==> config.mk <==
export PLATFORM = sky130hd
export DESIGN_NAME = fetch_mem_seq
export DESIGN_NICKNAME = d
export VERILOG_FILES = /design/src/rtl/fetch_mem_seq.sv
export SDC_FILE = /design/constraint.sdc
export NUM_CORES = 1
export LEC_CHECK = 0
export BUFFER_PORTS_ARGS = -buffer_cell sky130_fd_sc_hd__buf_4
export CAP_MARGIN = 20
export CORE_MARGIN = 1.5
export CORE_UTILIZATION = 40
export CTS_BUF_LIST = sky130_fd_sc_hd__clkbuf_8
export DETAILED_ROUTE_END_ITERATION = 7
export GPL_ROUTABILITY_DRIVEN = 0
export GPL_TIMING_DRIVEN = 0
export SYNTH_ARGS = -nofsm -noshare
export SYNTH_HDL_FRONTEND = slang
export SYNTH_SLANG_ARGS = --single-unit
==> constraint.sdc <==
create_clock -name clk -period 4 [get_ports clk]
set_clock_uncertainty 0.05 [all_clocks]
set_input_delay 0.6 -clock clk [delete_from_list [all_inputs] [get_ports clk]]
set_output_delay 0.6 -clock clk [all_outputs]
set_load 0.01 [all_outputs]
==> src/rtl/fetch_mem_seq.sv <==
module fetch_mem_seq #(
  parameter int DLY_W = 8,
  parameter int CNT_W = 32
) (
  input  logic             clk,
  input  logic             rst_n,
  input  logic             activate_i,
  input  logic [DLY_W-1:0] act_delay_i,
  input  logic             suspend_i,
  input  logic             switch_out_i,
  input  logic             drain_req_i,
  input  logic             resume_i,
  output logic             drain_ack_o,
  output logic             err_o,
  output logic [2:0]       state_o,
  output logic [CNT_W-1:0] retired_o,
  input  logic             fetch_fault_i,
  output logic             if_req_o,
  input  logic             if_ready_i,
  input  logic             if_retry_i,
  input  logic             if_rsp_i,
  input  logic             if_nack_i,
  output logic             inst_valid_o,
  input  logic             is_mem_i,
  input  logic             is_pref_i,
  input  logic             exec_fault_i,
  output logic             dm_req_o,
  input  logic             dm_ready_i,
  input  logic             dm_retry_i,
  input  logic             dm_rsp_i,
  input  logic             dm_nack_i,
  output logic             acc_done_o,
  input  logic             acc_fault_i
);

  typedef enum logic [2:0] {
    S_IDLE = 3'd0, S_RUN = 3'd1, S_IRETRY = 3'd2, S_IWAIT = 3'd3,
    S_DRETRY = 3'd4, S_DWAIT = 3'd5, S_SWOUT = 3'd6
  } st_e;

  st_e              st, st_n;
  logic [DLY_W-1:0] cnt, cnt_n;
  logic [CNT_W-1:0] ret, ret_n;
  logic ireq, ireq_n, dreq, dreq_n, idone, idone_n, ddone, ddone_n;
  logic ack, ack_n, err, err_n, pend, pend_n, drained, drained_n;
  logic issue, finish, bad;

  assign state_o      = st;
  assign retired_o    = ret;
  assign if_req_o     = ireq;
  assign dm_req_o     = dreq;
  assign inst_valid_o = idone;
  assign acc_done_o   = ddone;
  assign drain_ack_o  = ack;
  assign err_o        = err;

  assign bad = (suspend_i && st != S_RUN)
             || (activate_i && st != S_IDLE)
             || (switch_out_i && st != S_IDLE && st != S_RUN)
             || (resume_i && !(st == S_RUN && drained));

  always_comb begin
    st_n = st; cnt_n = cnt; ret_n = ret;
    ireq_n = 1'b0; dreq_n = 1'b0; idone_n = 1'b0; ddone_n = 1'b0;
    ack_n = 1'b0; err_n = err | bad; pend_n = pend; drained_n = drained;
    issue = 1'b0; finish = 1'b0;

    if (drain_req_i) begin
      if (st == S_IDLE || st == S_RUN || st == S_SWOUT) ack_n = 1'b1;
      else pend_n = 1'b1;
      if (st == S_RUN) drained_n = 1'b1;
    end

    case (st)
      S_IDLE: begin
        if (activate_i) begin
          st_n = S_RUN; cnt_n = act_delay_i; drained_n = 1'b0;
        end else if (switch_out_i) st_n = S_SWOUT;
      end
      S_RUN: begin
        if (suspend_i) st_n = S_IDLE;
        else if (switch_out_i) st_n = S_SWOUT;
        else if (resume_i && drained) drained_n = 1'b0;
        else if (!drained && !drain_req_i) begin
          if (cnt != '0) cnt_n = cnt - 1'b1;
          else issue = 1'b1;
        end
      end
      S_IRETRY: if (if_retry_i) begin ireq_n = 1'b1; st_n = S_IWAIT; end
      S_IWAIT: begin
        if (ireq) begin
          if (!if_ready_i) st_n = S_IRETRY;
        end else if (idone) begin
          if (is_mem_i && !is_pref_i) begin
            dreq_n = 1'b1; st_n = S_DWAIT;
          end else begin
            if (!exec_fault_i) ret_n = ret + CNT_W'(1);
            finish = 1'b1;
          end
        end else if (if_rsp_i) idone_n = 1'b1;
        else if (if_nack_i) ireq_n = 1'b1;
      end
      S_DRETRY: if (dm_retry_i) begin dreq_n = 1'b1; st_n = S_DWAIT; end
      S_DWAIT: begin
        if (dreq) begin
          if (!dm_ready_i) st_n = S_DRETRY;
        end else if (ddone) begin
          if (!acc_fault_i) ret_n = ret + CNT_W'(1);
          finish = 1'b1;
        end else if (dm_rsp_i) ddone_n = 1'b1;
        else if (dm_nack_i) dreq_n = 1'b1;
      end
      default: ;
    endcase

    if (finish) begin
      if (pend || drain_req_i) begin
        ack_n = 1'b1; pend_n = 1'b0; drained_n = 1'b1; st_n = S_RUN;
      end else issue = 1'b1;
    end

    if (issue) begin
      if (fetch_fault_i) st_n = S_RUN;
      else begin ireq_n = 1'b1; st_n = S_IWAIT; end
    end
  end

  always_ff @(posedge clk) begin
    if (!rst_n) begin
      st <= S_IDLE; cnt <= '0; ret <= '0;
      ireq <= 1'b0; dreq <= 1'b0; idone <= 1'b0; ddone <= 1'b0;
      ack <= 1'b0; err <= 1'b0; pend <= 1'b0; drained <= 1'b0;
    end else begin
      st <= st_n; cnt <= cnt_n; ret <= ret_n;
      ireq <= ireq_n; dreq <= dreq_n; idone <= idone_n; ddone <= ddone_n;
      ack <= ack_n; err <= err_n; pend <= pend_n; drained <= drained_n;
    end
  end

  a_r3_refused_fetch: assert property (@(posedge clk) disable iff (!rst_n)
    if_req_o && !if_ready_i |=> state_o == S_IRETRY);
  a_r3_retry_resend: assert property (@(posedge clk) disable iff (!rst_n)
    state_o == S_IRETRY && if_retry_i |=> if_req_o);
  a_r4_rsp_next_edge: assert property (@(posedge clk) disable iff (!rst_n)
    state_o == S_IWAIT && !if_req_o && !inst_valid_o && if_rsp_i |=> inst_valid_o);
  a_r5_exclusive: assert property (@(posedge clk) disable iff (!rst_n)
    $onehot0({if_req_o, dm_req_o, inst_valid_o, acc_done_o}));
  a_r7_data_nack: assert property (@(posedge clk) disable iff (!rst_n)
    state_o == S_DWAIT && !dm_req_o && !acc_done_o && !dm_rsp_i && dm_nack_i |=> dm_req_o);
  a_r8_retire_only_done: assert property (@(posedge clk) disable iff (!rst_n)
    !(inst_valid_o || acc_done_o) |=> $stable(retired_o));
  a_r9_drain_idle: assert property (@(posedge clk) disable iff (!rst_n)
    drain_req_i && (state_o == S_IDLE || state_o == S_SWOUT) |=> drain_ack_o);
  a_r10_suspend: assert property (@(posedge clk) disable iff (!rst_n)
    state_o == S_RUN && suspend_i |=> state_o == S_IDLE);
  a_r10_err_sticky: assert property (@(posedge clk) disable iff (!rst_n)
    err_o |=> err_o);

endmodule

======== Word-level counts from Yosys, hierarchy flattened ========
Cells that the tools add are included.
Widths: inputs -> output; s select.
operators by class
  add/subtract/negate cells ............... 2
  eq/ne operators ......................... 20
  mux-type cells .......................... 81
  bitwise logic cells ..................... 4
  reduce and logical (&&, ||, !) cells .... 28
operator list
  kind                   count
  $mux 32                7
  $pmux 32 s2            1
  $mux 8                 6
  $mux 1                 46
  $mux 3                 14
  $add 32x1->32 const B  1
  $ne 2x2->1 const B     11
  $pmux 3 s6             1
  $pmux 8 s2             1
  $eq 3x3->1 const B     3
  $logic_and 1x1->1      9
  $reduce_and 8->1       1
  $reduce_bool 8->1      1
  $reduce_or 4->1        2
  $sub 8x1->8 const B    1
  $reduce_and 7->1       1
  $eq 3x2->1 const B     2
  $logic_or 1x1->1       6
  $pmux 1 s2             3
  $logic_not 1->1        4
  $ne 2x1->1 const B     2
  $reduce_bool 2->1      2
  $eq 3x1->1 const B     1
  $logic_not 3->1        1
  6 further kinds        8
word-level totals
  bits in registers ....................... 51
  input bits .............................. 28
  output and inout bits ................... 41
  logic and storage cells ................. 146

======== Longest topological paths before layout ========
Gate-level depths: netlist (run 1).
  depth after elaboration ................. 10
  mapped depth ............................ 8
  depth with buffers taken out ............ 6

======== Worst setup path before layout (run 1) ========
OpenSTA, ideal clock, no wires.
  kind .................................... flip-flop to flip-flop
  start point ............................. register cnt[4]
  end point ............................... register cnt[2]
  setup time .............................. 0.073 ns
  data arrival time ....................... 2.043 ns
  required time ........................... 3.877 ns
  slack ................................... 1.835 ns
  cell stages (with the launch flop) ...... 7
  buffers on the path ..................... 1
  period minus slack after synthesis ...... 2.165 ns
  cell sequence ........................... dfxtp_1 -> or4_4 -> or4b_4 -> a32oi_4 -> buf_6 -> a21oi_2 -> o22ai_2
on the way
  word-level cells in the longest chain between the ends .. 3
ends and longest elaborated chain
  what                        RTL line  text
  start, declared             42        logic [DLY_W-1:0] cnt, cnt_n;
  start signal, assigned      134       st <= st_n; cnt <= cnt_n; ret <= ret_n;
  $reduce_bool 8->1           85        if (cnt != '0) cnt_n = cnt - 1'b1;
  $ne 2x1->1 (no line)        -
  $reduce_and 7->1 (no line)  -
No other way between the ends.
A chain may end at the register's enable or synchronous reset.

======== Final worst setup path (run 1) ========
  start point ............................. register st[0], in the netlist state_o[0]
  end point ............................... register ret[27], in the netlist retired_o[27]
on the way
  word-level cells in the longest chain between the ends .. 3
  elaborated cells between the ends (all ways) .. 12
  those cells by class .................... eq/ne (9); mux (1); reduce/logical (2)
ends and longest elaborated chain
  what                                                       RTL line  text
  start, declared                                            41        st_e st, st_n;
  start signal, assigned                                     134
  $eq 3x2->1 or $eq 3x3->1 (tied branches)                   74        case (st)
  $ne 2x2->1 (no line) or $reduce_bool 2->1 (tied branches)  -
  $reduce_and 8->1 (no line)                                 -
  end signal, assigned                                       134
  end, declared                                              43        logic [CNT_W-1:0] ret, ret_n;
Parallel ways exist; a longest one is shown, timed or not.

==> results.py, run 1 <==
metrics = {
    "timing": {
        "fin_crit_ps": 2420,
        "maxClockFrequency_mhz": 413,
        "tns_ps": 0,
        "fin_ws_ps": 1580,
        "drv_slew": 0,
        "holdWs_ps": 446,
        "rsz0062_at_grt": "false",
        "setup_viol": 0,
        "tightestPinTransition_ps": 697,
        "fin_crit_sh": 0.606,
        "finalHoldViolCount": 0,
        "maxSlewHeadroom": 0.534,
    },
    "logic_synthesis": {
        "synth_fp_nets": 365,
        "yosysTopAreaCellShare": 0.373,
        "synthFlopType": "dfxtp_1",
        "yosysWarnings": 0,
        "avgSynthCellArea_sq_um": 8.20,
        "synth_seq_area_share": 0.373,
        "ys_types": 55,
        "async_flop_share": 0,
        "synthCells": 334,
        "synth_edf_count": 0,
        "ys_seq_elements": 51,
        "syn-cell-area_sq_um": 2740,
        "synth_area_leaders": "dfxtp_1, xnor2_1, a21oi_1",
        "synth_largest_area_cell": "dfxtp_1",
    },
    "drt": {
        "wl_per_cell_um": 14.8,
        "dr.pass1.iters": 4,
        "drc": 0,
        "vias_per_cell": 5.52,
        "drt_wl_total_um": 7230,
        "vias": 2690,
        "drt_iter0_markers": 186,
        "ant_nets": 0,
    },
    "power": {
        "leakagePower_nw": 1.29,
        "power.density_nw_per_um2": 344,
        "ir_drop_mv": 0.162,
        "power.total_mw": 1.19,
    },
    "worst_setup_path": {
        "cp_max_fo": 10,
        "max_stage_delay_ps": 430,
        "crit_path_start": "state_o[0]",
        "cp_cell_sequence": "clkbuf_2 -> and4bb_2 -> nand4b_1 -> a211o_1 -> clkbuf_1 -> or3_1 -> a21oi_1",
        "path_buf_inv": 2,
        "criticalPathCategory": "register to register",
        "regToRegStartpoint": "state_o[0]",
        "cp_top_family": "simple AND/OR/NAND/NOR gates",
        "crit_slowest_cell": "a211o_1",
        "cp.required_ps": 4190,
        "worst_ep_arrival_time_ps": 2610,
        "worst_setup_path_end_kind": "register",
        "worstSetupStartpointType": "register",
    },
    "finish": {
        "multi_input_area_sq_um": 1600,
        "antenna_cells": 0,
        "instances_no_fill": 487,
        "nets": 440,
        "largest_reg_flops": 32,
        "syn_to_final_growth_pct": 26.6,
        "seqCellArea_sq_um": 1020,
        "nFillCells": 656,
        "drive_gt1_frac": 0.222,
    },
    "cts": {
        "clock-sinks": 51,
        "post_cts_resized": 0,
        "numCtsBuffers": 5,
        "clockBufferDepth": 2,
        "cts_tree": "yes",
        "post_cts_buffers": 0,
        "root_buffer": "clkbuf_8",
        "cts_hold_buffers": 0,
        "htreeDepth": 2,
        "clkTransAtPathRegs_ps": 100,
        "clkLatencyLatePin_ps": 300,
    },
    "place": {
        "portBuffers": 68,
        "dp.final_hpwl_um": 5300,
        "place_inst": 479,
        "dp_slack_ps": 1560,
    },
    "floorplan": {
        "num_rows": 29,
        "dieArea_sq_um": 7360,
        "core_sq_um": 6490,
        "die_y_um": 85.8,
        "die_w_um": 85.8,
        "ioPinCount": 69,
        "initial_core_util": 0.422,
    },
    "global_routing": {
        "grt_overflow": 0,
        "antenna_found_initial": 0,
        "grt_max_degree": 17,
        "first_global_vias": 2497,
        "grt_usage": 0.201,
        "grt_first_pass_wirelength_um": 12100,
    },
    "hold_path": {
        "worstHoldStart": "cnt[7]",
        "worst_hold_path_type": "register to register",
    },
    "flow_run": {
        "cap_violations": 0,
    },
    "outcome": {
        "status": "completed",
    },
}
## worst register-to-register path, stage by stage, from the launching register on
cell and delay, ps:
dfxtp_1 330, clkbuf_2 200, and4bb_2 300, nand4b_1 330
a211o_1 430, clkbuf_1 220, or3_1 350, a21oi_1 140
## placed cells by master (no fill, tap or decap), types with 3 or more instances in the layout
cell | Yosys | final
nand2_1 | 32 | 32
a2111oi_0 | 11 | 11
and3_1 | 3 | 3
dfxtp_1 | 51 | 51
nand4_1 | 6 | 6
o31ai_1 | 3 | 3
and4_1 | 5 | 5
nor2b_1 | 6 | 6
clkbuf_8 | 0 | 6
nor2_1 | 35 | 35
buf_4 | 0 | 68
o32ai_1 | 3 | 3
xnor2_1 | 21 | 21
a211oi_1 | 9 | 9
nand3b_1 | 4 | 4
nor3_1 | 4 | 4
inv_1 | 11 | 11
nand3_1 | 16 | 16
clkbuf_1 | 15 | 15
ha_1 | 3 | 3
a31oi_1 | 3 | 3
nand2b_1 | 5 | 5
o21ai_0 | 12 | 12
or3_1 | 8 | 8
a21oi_1 | 27 | 27
## power by group
| group | switching, mW | total, mW | internal [mW] |
|---|---|---|---|
| Sequential | 0.0205 | 0.550 | 0.530 |
| Combinational | 0.145 | 0.259 | 0.114 |
| Clock | 0.178 | 0.384 | 0.206 |
## final timing paths
check | slack, ps | depth (start not counted) | endpoint
min | 450 | 2 | cnt[7]
max reg2reg | 1580 | 7 | retired_o[27]
max | 1580 | 7 | retired_o[27]
min reg2reg | 450 | 2 | cnt[7]
## Yosys cell counts, drive strengths merged (2+ instances only)
library cell	count
dfxtp	51
nor2	35
nand2	32
a21oi	29
xnor2	21
clkbuf	16
nand3	16
o21ai	13
a2111oi	11
inv	11
a211oi	9
or3	8
nand4	6
nor2b	6
and4	5
nand2b	5
nand3b	4
nor3	4
a31oi	3
and3	3
buf	3
ha	3
o31ai	3
o32ai	3
a211o	2
a21boi	2
a21o	2
a32oi	2
and4bb	2
nor3b	2
nor4bb	2
o31a	2
or4	2
## cells by family (layout without fill, tap and decap cells)
| logic type | count (synthesis) | after routing | share of synthesized area |
|---|---|---|---|
| and+or+nand+nor | 140 | 140 | 0.273 |
| AOI/OAI and AO/OA | 87 | 87 | 0.221 |
| DFF | 51 | 51 | 0.373 |
| buffers and inverters | 30 | 106 | 0.0452 |
| xor gates and xnor gates | 22 | 22 | 0.0703 |
| adders and majority gates | 3 | 3 | 0.0137 |
| muxes | 1 | 1 | 0.00365 |
## layer usage
layer | track usage | share of wire | vias to the layer above | routed length (um)
li1 | - | - | 1361 | -
met1 | 0.294 | 0.52 | 1260 | 3750
met2 | 0.309 | 0.43 | 65 | 3140
met3 | 0.0356 | 0.040 | 4 | 289
met4 | 0.0455 | 0.0068 | 0 | 49
met5 | 0 | 0 | - | 0
## per-stage QoR
stage / instance area, sq um / utilization
6_report: 3470 / 0.534
3_5_place_dp: 3350 / 0.515
2_1_floorplan: 2740 / -
5_1_grt: 3470 / 0.534
4_1_cts: 3470 / 0.534
3_3_place_gp: 3350 / 0.515
## cell type report
class / instances / share of cell area
clock buffers: 6 / 0.0238
plain buffers: 19 / 0.0238
inverters: 11 / 0.0119
well taps: 77 / 0.0278
clock inverters: 2 / 0.0112
repair buffers: 68 / 0.147
flip-flops and latches: 51 / 0.294
multi-input cells: 253 / 0.460
(Power assumes the default switching activity.)
==> run 2, diff against run 1 <==
- ABC_AREA: unset -> 1
- clock period: 4 -> 2.3 ns (I/O delays scaled with it)
==> results.py, run 2 <==
metrics = {
    "floorplan": {
        "core_sq_um": 7370,
        "num_rows": 31,
        "die_y_um": 90.8,
        "dieArea_sq_um": 8240,
        "ioPinCount": 69,
        "initial_core_util": 0.418,
        "die_w_um": 90.8,
    },
    "drt": {
        "drc": 0,
        "vias_per_cell": 4.94,
        "dr.pass1.iters": 4,
        "vias": 3418,
        "drt_iter0_markers": 159,
        "ant_nets": 0,
        "wl_per_cell_um": 12.3,
        "drt_wl_total_um": 8520,
    },
    "timing": {
        "rsz0062_at_grt": "false",
        "drv_slew": 0,
        "tightestPinTransition_ps": 589,
        "fin_ws_ps": 284,
        "fin_crit_sh": 0.877,
        "maxSlewHeadroom": 0.607,
        "maxClockFrequency_mhz": 496,
        "finalHoldViolCount": 0,
        "setup_viol": 0,
        "fin_crit_ps": 2020,
        "tns_ps": 0,
    },
    "worst_setup_path": {
        "max_stage_delay_ps": 430,
        "path_common_cell": "nand3_1",
        "criticalPathCategory": "register to register",
        "cp_max_fo": 9,
        "worst_ep_arrival_time_ps": 2180,
        "rrSetupSlack_ps": 280,
        "worst_setup_path_end_kind": "register",
        "path_buf_inv": 0,
        "cp_top_family": "simple AND/OR/NAND/NOR gates",
        "regToRegStartpoint": "retired_o[0]",
        "worstSetupStartpointType": "register",
        "cp_cell_sequence": "ha_1 -> nand3_1 -> nor2_1 -> nand3_1 -> nor2_2 -> nand3_1 -> o21ai_1 -> nor2_1",
        "crit_slowest_cell": "dfxtp_1",
        "cp.required_ps": 2460,
        "crit_path_start": "retired_o[0]",
    },
    "hold_path": {
        "worst_hold_path_type": "input pin to register",
        "worstHoldStart": "dm_rsp_i",
    },
    "finish": {
        "nets": 625,
        "layout.cells.most_common": "nand2_1",
        "syn_to_final_growth_pct": 22.9,
        "nFillCells": 809,
        "drive_gt1_frac": 0.152,
        "largest_reg_flops": 32,
        "multi_input_area_sq_um": 1720,
        "antenna_cells": 0,
        "final_util": 0.514,
        "fin_area_sq_um": 3790,
        "final_cell_mix": "nand2_1, nor2_1, inv_1, buf_4, dfxtp_1",
        "seqCellArea_sq_um": 1020,
    },
    "cts": {
        "htreeDepth": 2,
        "clkTransAtPathRegs_ps": 100,
        "post_cts_resized": 0,
        "numCtsBuffers": 5,
        "root_buffer": "clkbuf_8",
        "clkLatencyLatePin_ps": 300,
        "cts_hold_buffers": 0,
        "clock-sinks": 51,
        "cts_tree": "yes",
        "clockBufferDepth": 2,
        "post_cts_buffers": 0,
    },
    "power": {
        "power.total_mw": 1.96,
        "leakagePower_nw": 1.64,
        "ir_drop_mv": 0.282,
        "power.density_nw_per_um2": 517,
    },
    "logic_synthesis": {
        "synthCells": 519,
        "ys_types": 30,
        "yosysWarnings": 0,
        "synthTopCellsByCount": "nand2_1, nor2_1, inv_1, dfxtp_1, nand3_1",
        "avgSynthCellArea_sq_um": 5.94,
        "synthFlopType": "dfxtp_1",
        "syn-cell-area_sq_um": 3080,
        "ys_seq_elements": 51,
        "async_flop_share": 0,
        "yosysTopAreaCellShare": 0.331,
        "synth_largest_area_cell": "dfxtp_1",
        "yosysMostFrequentCell": "nand2_1",
        "synth_fp_nets": 550,
        "synth_edf_count": 0,
        "synth_area_leaders": "dfxtp_1, nand2_1, nor2_1",
        "synth_seq_area_share": 0.331,
    },
    "global_routing": {
        "grt_overflow": 0,
        "grt_first_pass_wirelength_um": 14500,
        "antenna_found_initial": 0,
        "first_global_vias": 3129,
        "grt_usage": 0.215,
        "grt_max_degree": 14,
    },
    "place": {
        "portBuffers": 68,
        "dp.final_hpwl_um": 6480,
        "dp_slack_ps": 280,
        "place_area_sq_um": 3720,
    },
    "flow_run": {
        "cap_violations": 0,
    },
    "outcome": {
        "status": "completed",
    },
}
[run 2: cell count changes after synthesis, moves of 20 or more]
| cell | change |
|---|---|
| inv_1 | +59 |
| nand2_1 | +117 |
| nand3_1 | +23 |
| nor2_1 | +44 |
| o21ai_0 | +20 |
| xnor2_1 | -20 |
[run 2: final timing paths]
kind	cells past startpoint	end
min	3	acc_done_o
min reg2reg	2	cnt[7]
max	8	retired_o[24]
max reg2reg	8	retired_o[24]
[run 2: cells by family after synthesis]
logic type / synth area share
simple gates: 0.408
buf+inv: 0.110
compound gates: 0.121
flops: 0.331
xor+xnor: 0.0171
fa+ha+maj: 0.0122
[run 2: area by class of cell]
| class | count | share of cell area |
|---|---|---|
| tap | 99 | 0.0327 |
| multi-input combinational | 382 | 0.454 |
| clock buffer | 5 | 0.0182 |
| buffer | 13 | 0.0172 |
| timing repair buffer | 68 | 0.135 |
| clock inverter | 1 | 0.000991 |
| sequential | 51 | 0.269 |
| inverter | 73 | 0.0723 |
[run 2: power by group]
group          total, mW  internal [mW]  switching, mW
registers          0.983          0.934         0.0492
clock network      0.498          0.200          0.298
logic              0.476          0.177          0.299
[run 2: routing by layer]
layer | vias to the layer above | global-route usage | part of all wire
met5 | - | 0 | 0
li1 | 1793 | - | -
met4 | 0 | 0.0573 | 0.010
met2 | 88 | 0.350 | 0.44
met1 | 1527 | 0.290 | 0.49
met3 | 10 | 0.0387 | 0.060
[run 2: per-stage QoR]
stage	cells	hold slack [ps]
3_5_place_dp	686	426
5_1_grt	692	243
3_3_place_gp	686	422
2_1_floorplan	519	405
4_1_cts	692	239
6_report	692	244
[run 2: worst min-delay path, delay by kind of cell]
| kind | cells | cell delay [ps] |
|---|---|---|
| buffers and inverters | 1 | 110 |
| AND/OR/NAND/NOR | 2 | 110 |
==> run 3, diff against run 2 <==
- BUFFER_PORTS_ARGS: -buffer_cell sky130_fd_sc_hd__buf_4 -> unset
- DONT_BUFFER_PORTS: unset -> 1
- REMOVE_ABC_BUFFERS: unset -> 1
==> results.py, run 3 (synthesized netlist as in run 2, its figures left out) <==
metrics = {
    "timing": {
        "maxClockFrequency_mhz": 479,
        "tightestPinTransition_ps": 495,
        "rsz0062_at_grt": "false",
        "setup_viol": 0,
        "drv_slew": 0,
        "fin_crit_ps": 2090,
        "finalHoldViolCount": 0,
        "fin_ws_ps": 214,
        "maxSlewHeadroom": 0.669,
        "fin_crit_sh": 0.907,
    },
    "finish": {
        "largest_reg_flops": 32,
        "syn_to_final_growth_pct": 7.51,
        "final_cell_mix": "nand2_1, nor2_1, inv_1, dfxtp_1, nand3_1",
        "final_util": 0.450,
        "nets": 545,
        "drive_gt1_frac": 0.0408,
        "antenna_cells": 0,
        "layout.cells.most_common": "nand2_1",
    },
    "floorplan": {
        "die_y_um": 90.8,
        "ioPinCount": 69,
        "initial_core_util": 0.418,
        "core_sq_um": 7370,
        "dieArea_sq_um": 8240,
        "die_w_um": 90.8,
        "num_rows": 31,
    },
    "flow_run": {
        "cap_violations": 0,
    },
    "worst_setup_path": {
        "crit_path_start": "state_o[1]",
        "criticalPathCategory": "register to register",
        "cp_max_fo": 42,
        "worst_ep_arrival_time_ps": 2250,
        "cp.required_ps": 2460,
        "worst_setup_path_end_kind": "register",
        "worstSetupStartpointType": "register",
        "reg2reg_depth": 9,
        "regToRegStartpoint": "state_o[1]",
    },
    "global_routing": {
        "grt_first_pass_wirelength_um": 12900,
        "antenna_found_initial": 0,
        "grt_usage": 0.189,
        "grt_overflow": 0,
        "grt_max_degree": 43,
        "first_global_vias": 2888,
    },
    "hold_path": {
        "worst_hold_path_type": "input pin to register",
        "worstHoldStart": "rst_n",
        "holdPathStages": 2,
    },
    "drt": {
        "drt_iter0_markers": 108,
        "vias_per_cell": 5.04,
        "dr.pass1.iters": 4,
        "wl_per_cell_um": 12.5,
        "drt_wl_total_um": 7690,
        "vias": 3095,
        "ant_nets": 0,
        "drc": 0,
    },
    "power": {
        "power.density_nw_per_um2": 620,
        "ir_drop_mv": 0.251,
        "leakagePower_nw": 1.28,
    },
    "cts": {
        "numCtsBuffers": 5,
        "clkLatencyLatePin_ps": 310,
        "clkTransAtPathRegs_ps": 100,
        "root_buffer": "clkbuf_8",
        "htreeDepth": 2,
        "cts_hold_buffers": 0,
        "clock-sinks": 51,
        "cts_tree": "yes",
        "clockBufferDepth": 2,
    },
    "place": {
        "portBuffers": 0,
        "dp_slack_ps": -149,
        "dp.final_hpwl_um": 5540,
    },
    "outcome": {
        "status": "completed",
    },
}
-- run 3: where the power goes --
group | total, mW | switching (mW) | internal [mW] | leakage (nW)
registers | 0.998 | 0.0637 | 0.934 | 0.415
logic | 0.395 | 0.259 | 0.135 | 0.809
clock network | 0.661 | 0.308 | 0.353 | 0.0612
total | 2.05 | 0.631 | 1.42 | 1.28
-- run 3: cell type report --
class	count	area (sq um)
Multi-Input combinational cell	382	1750
Inverter	73	274
Timing Repair Buffer	1	27.5
Clock buffer	6	82.6
Fill cell	777	4060
Sequential cell	51	1020
Tap cell	99	124
Clock inverter	2	35.0
-- run 3: path summary, 6_finish.rpt --
kind                  endpoint  slack (ps)
setup reg to reg  retired_o[6]         210
hold / removal          cnt[3]          90
setup / recovery  retired_o[6]         210
hold reg to reg         cnt[7]         430
-- run 3: what timing repair did --
item	in CTS	in global routing
pin swaps	0	0
endpoints found under the setup margin	14	14
buffers inserted	0	0
gates resized for setup	1	5
-- run 3: through the flow --
| step | setup TNS (ps) | total power [mW] | hold slack [ps] | instances | cell area, sq um |
|---|---|---|---|---|---|
| 6_report | 0 | 2.05 | 94.3 | 614 | 3310 |
| 5_1_grt | 0 | 2.18 | 86.1 | 614 | 3310 |
| 4_1_cts | 0 | 2.06 | 87.3 | 613 | 3260 |
| 3_5_place_dp | -530 | 1.40 | 412 | 605 | 3140 |
| 3_3_place_gp | -552 | 1.39 | 400 | 605 | 3140 |
| 2_1_floorplan | 0 | 1.31 | 393 | 506 | 3020 |
-- run 3: critical path, cell delays in order, from the launching register on --
cell,delay [ps]
dfxtp_1,600
nand2_1,120
nor2_2,170
nand4_1,230
nand2_8,290
inv_2,180
nor2_1,170
nand2_1,70
nand2_1,60
nor2_1,30
-- run 3: routing by layer --
metal / track usage / part of all wire / up-vias
li1: - / - / 1629
met1: 0.228 / 0.45 / 1386
met2: 0.326 / 0.47 / 71
met3: 0.0522 / 0.064 / 9
met4: 0.0586 / 0.013 / 0
met5: 0 / 0 / -
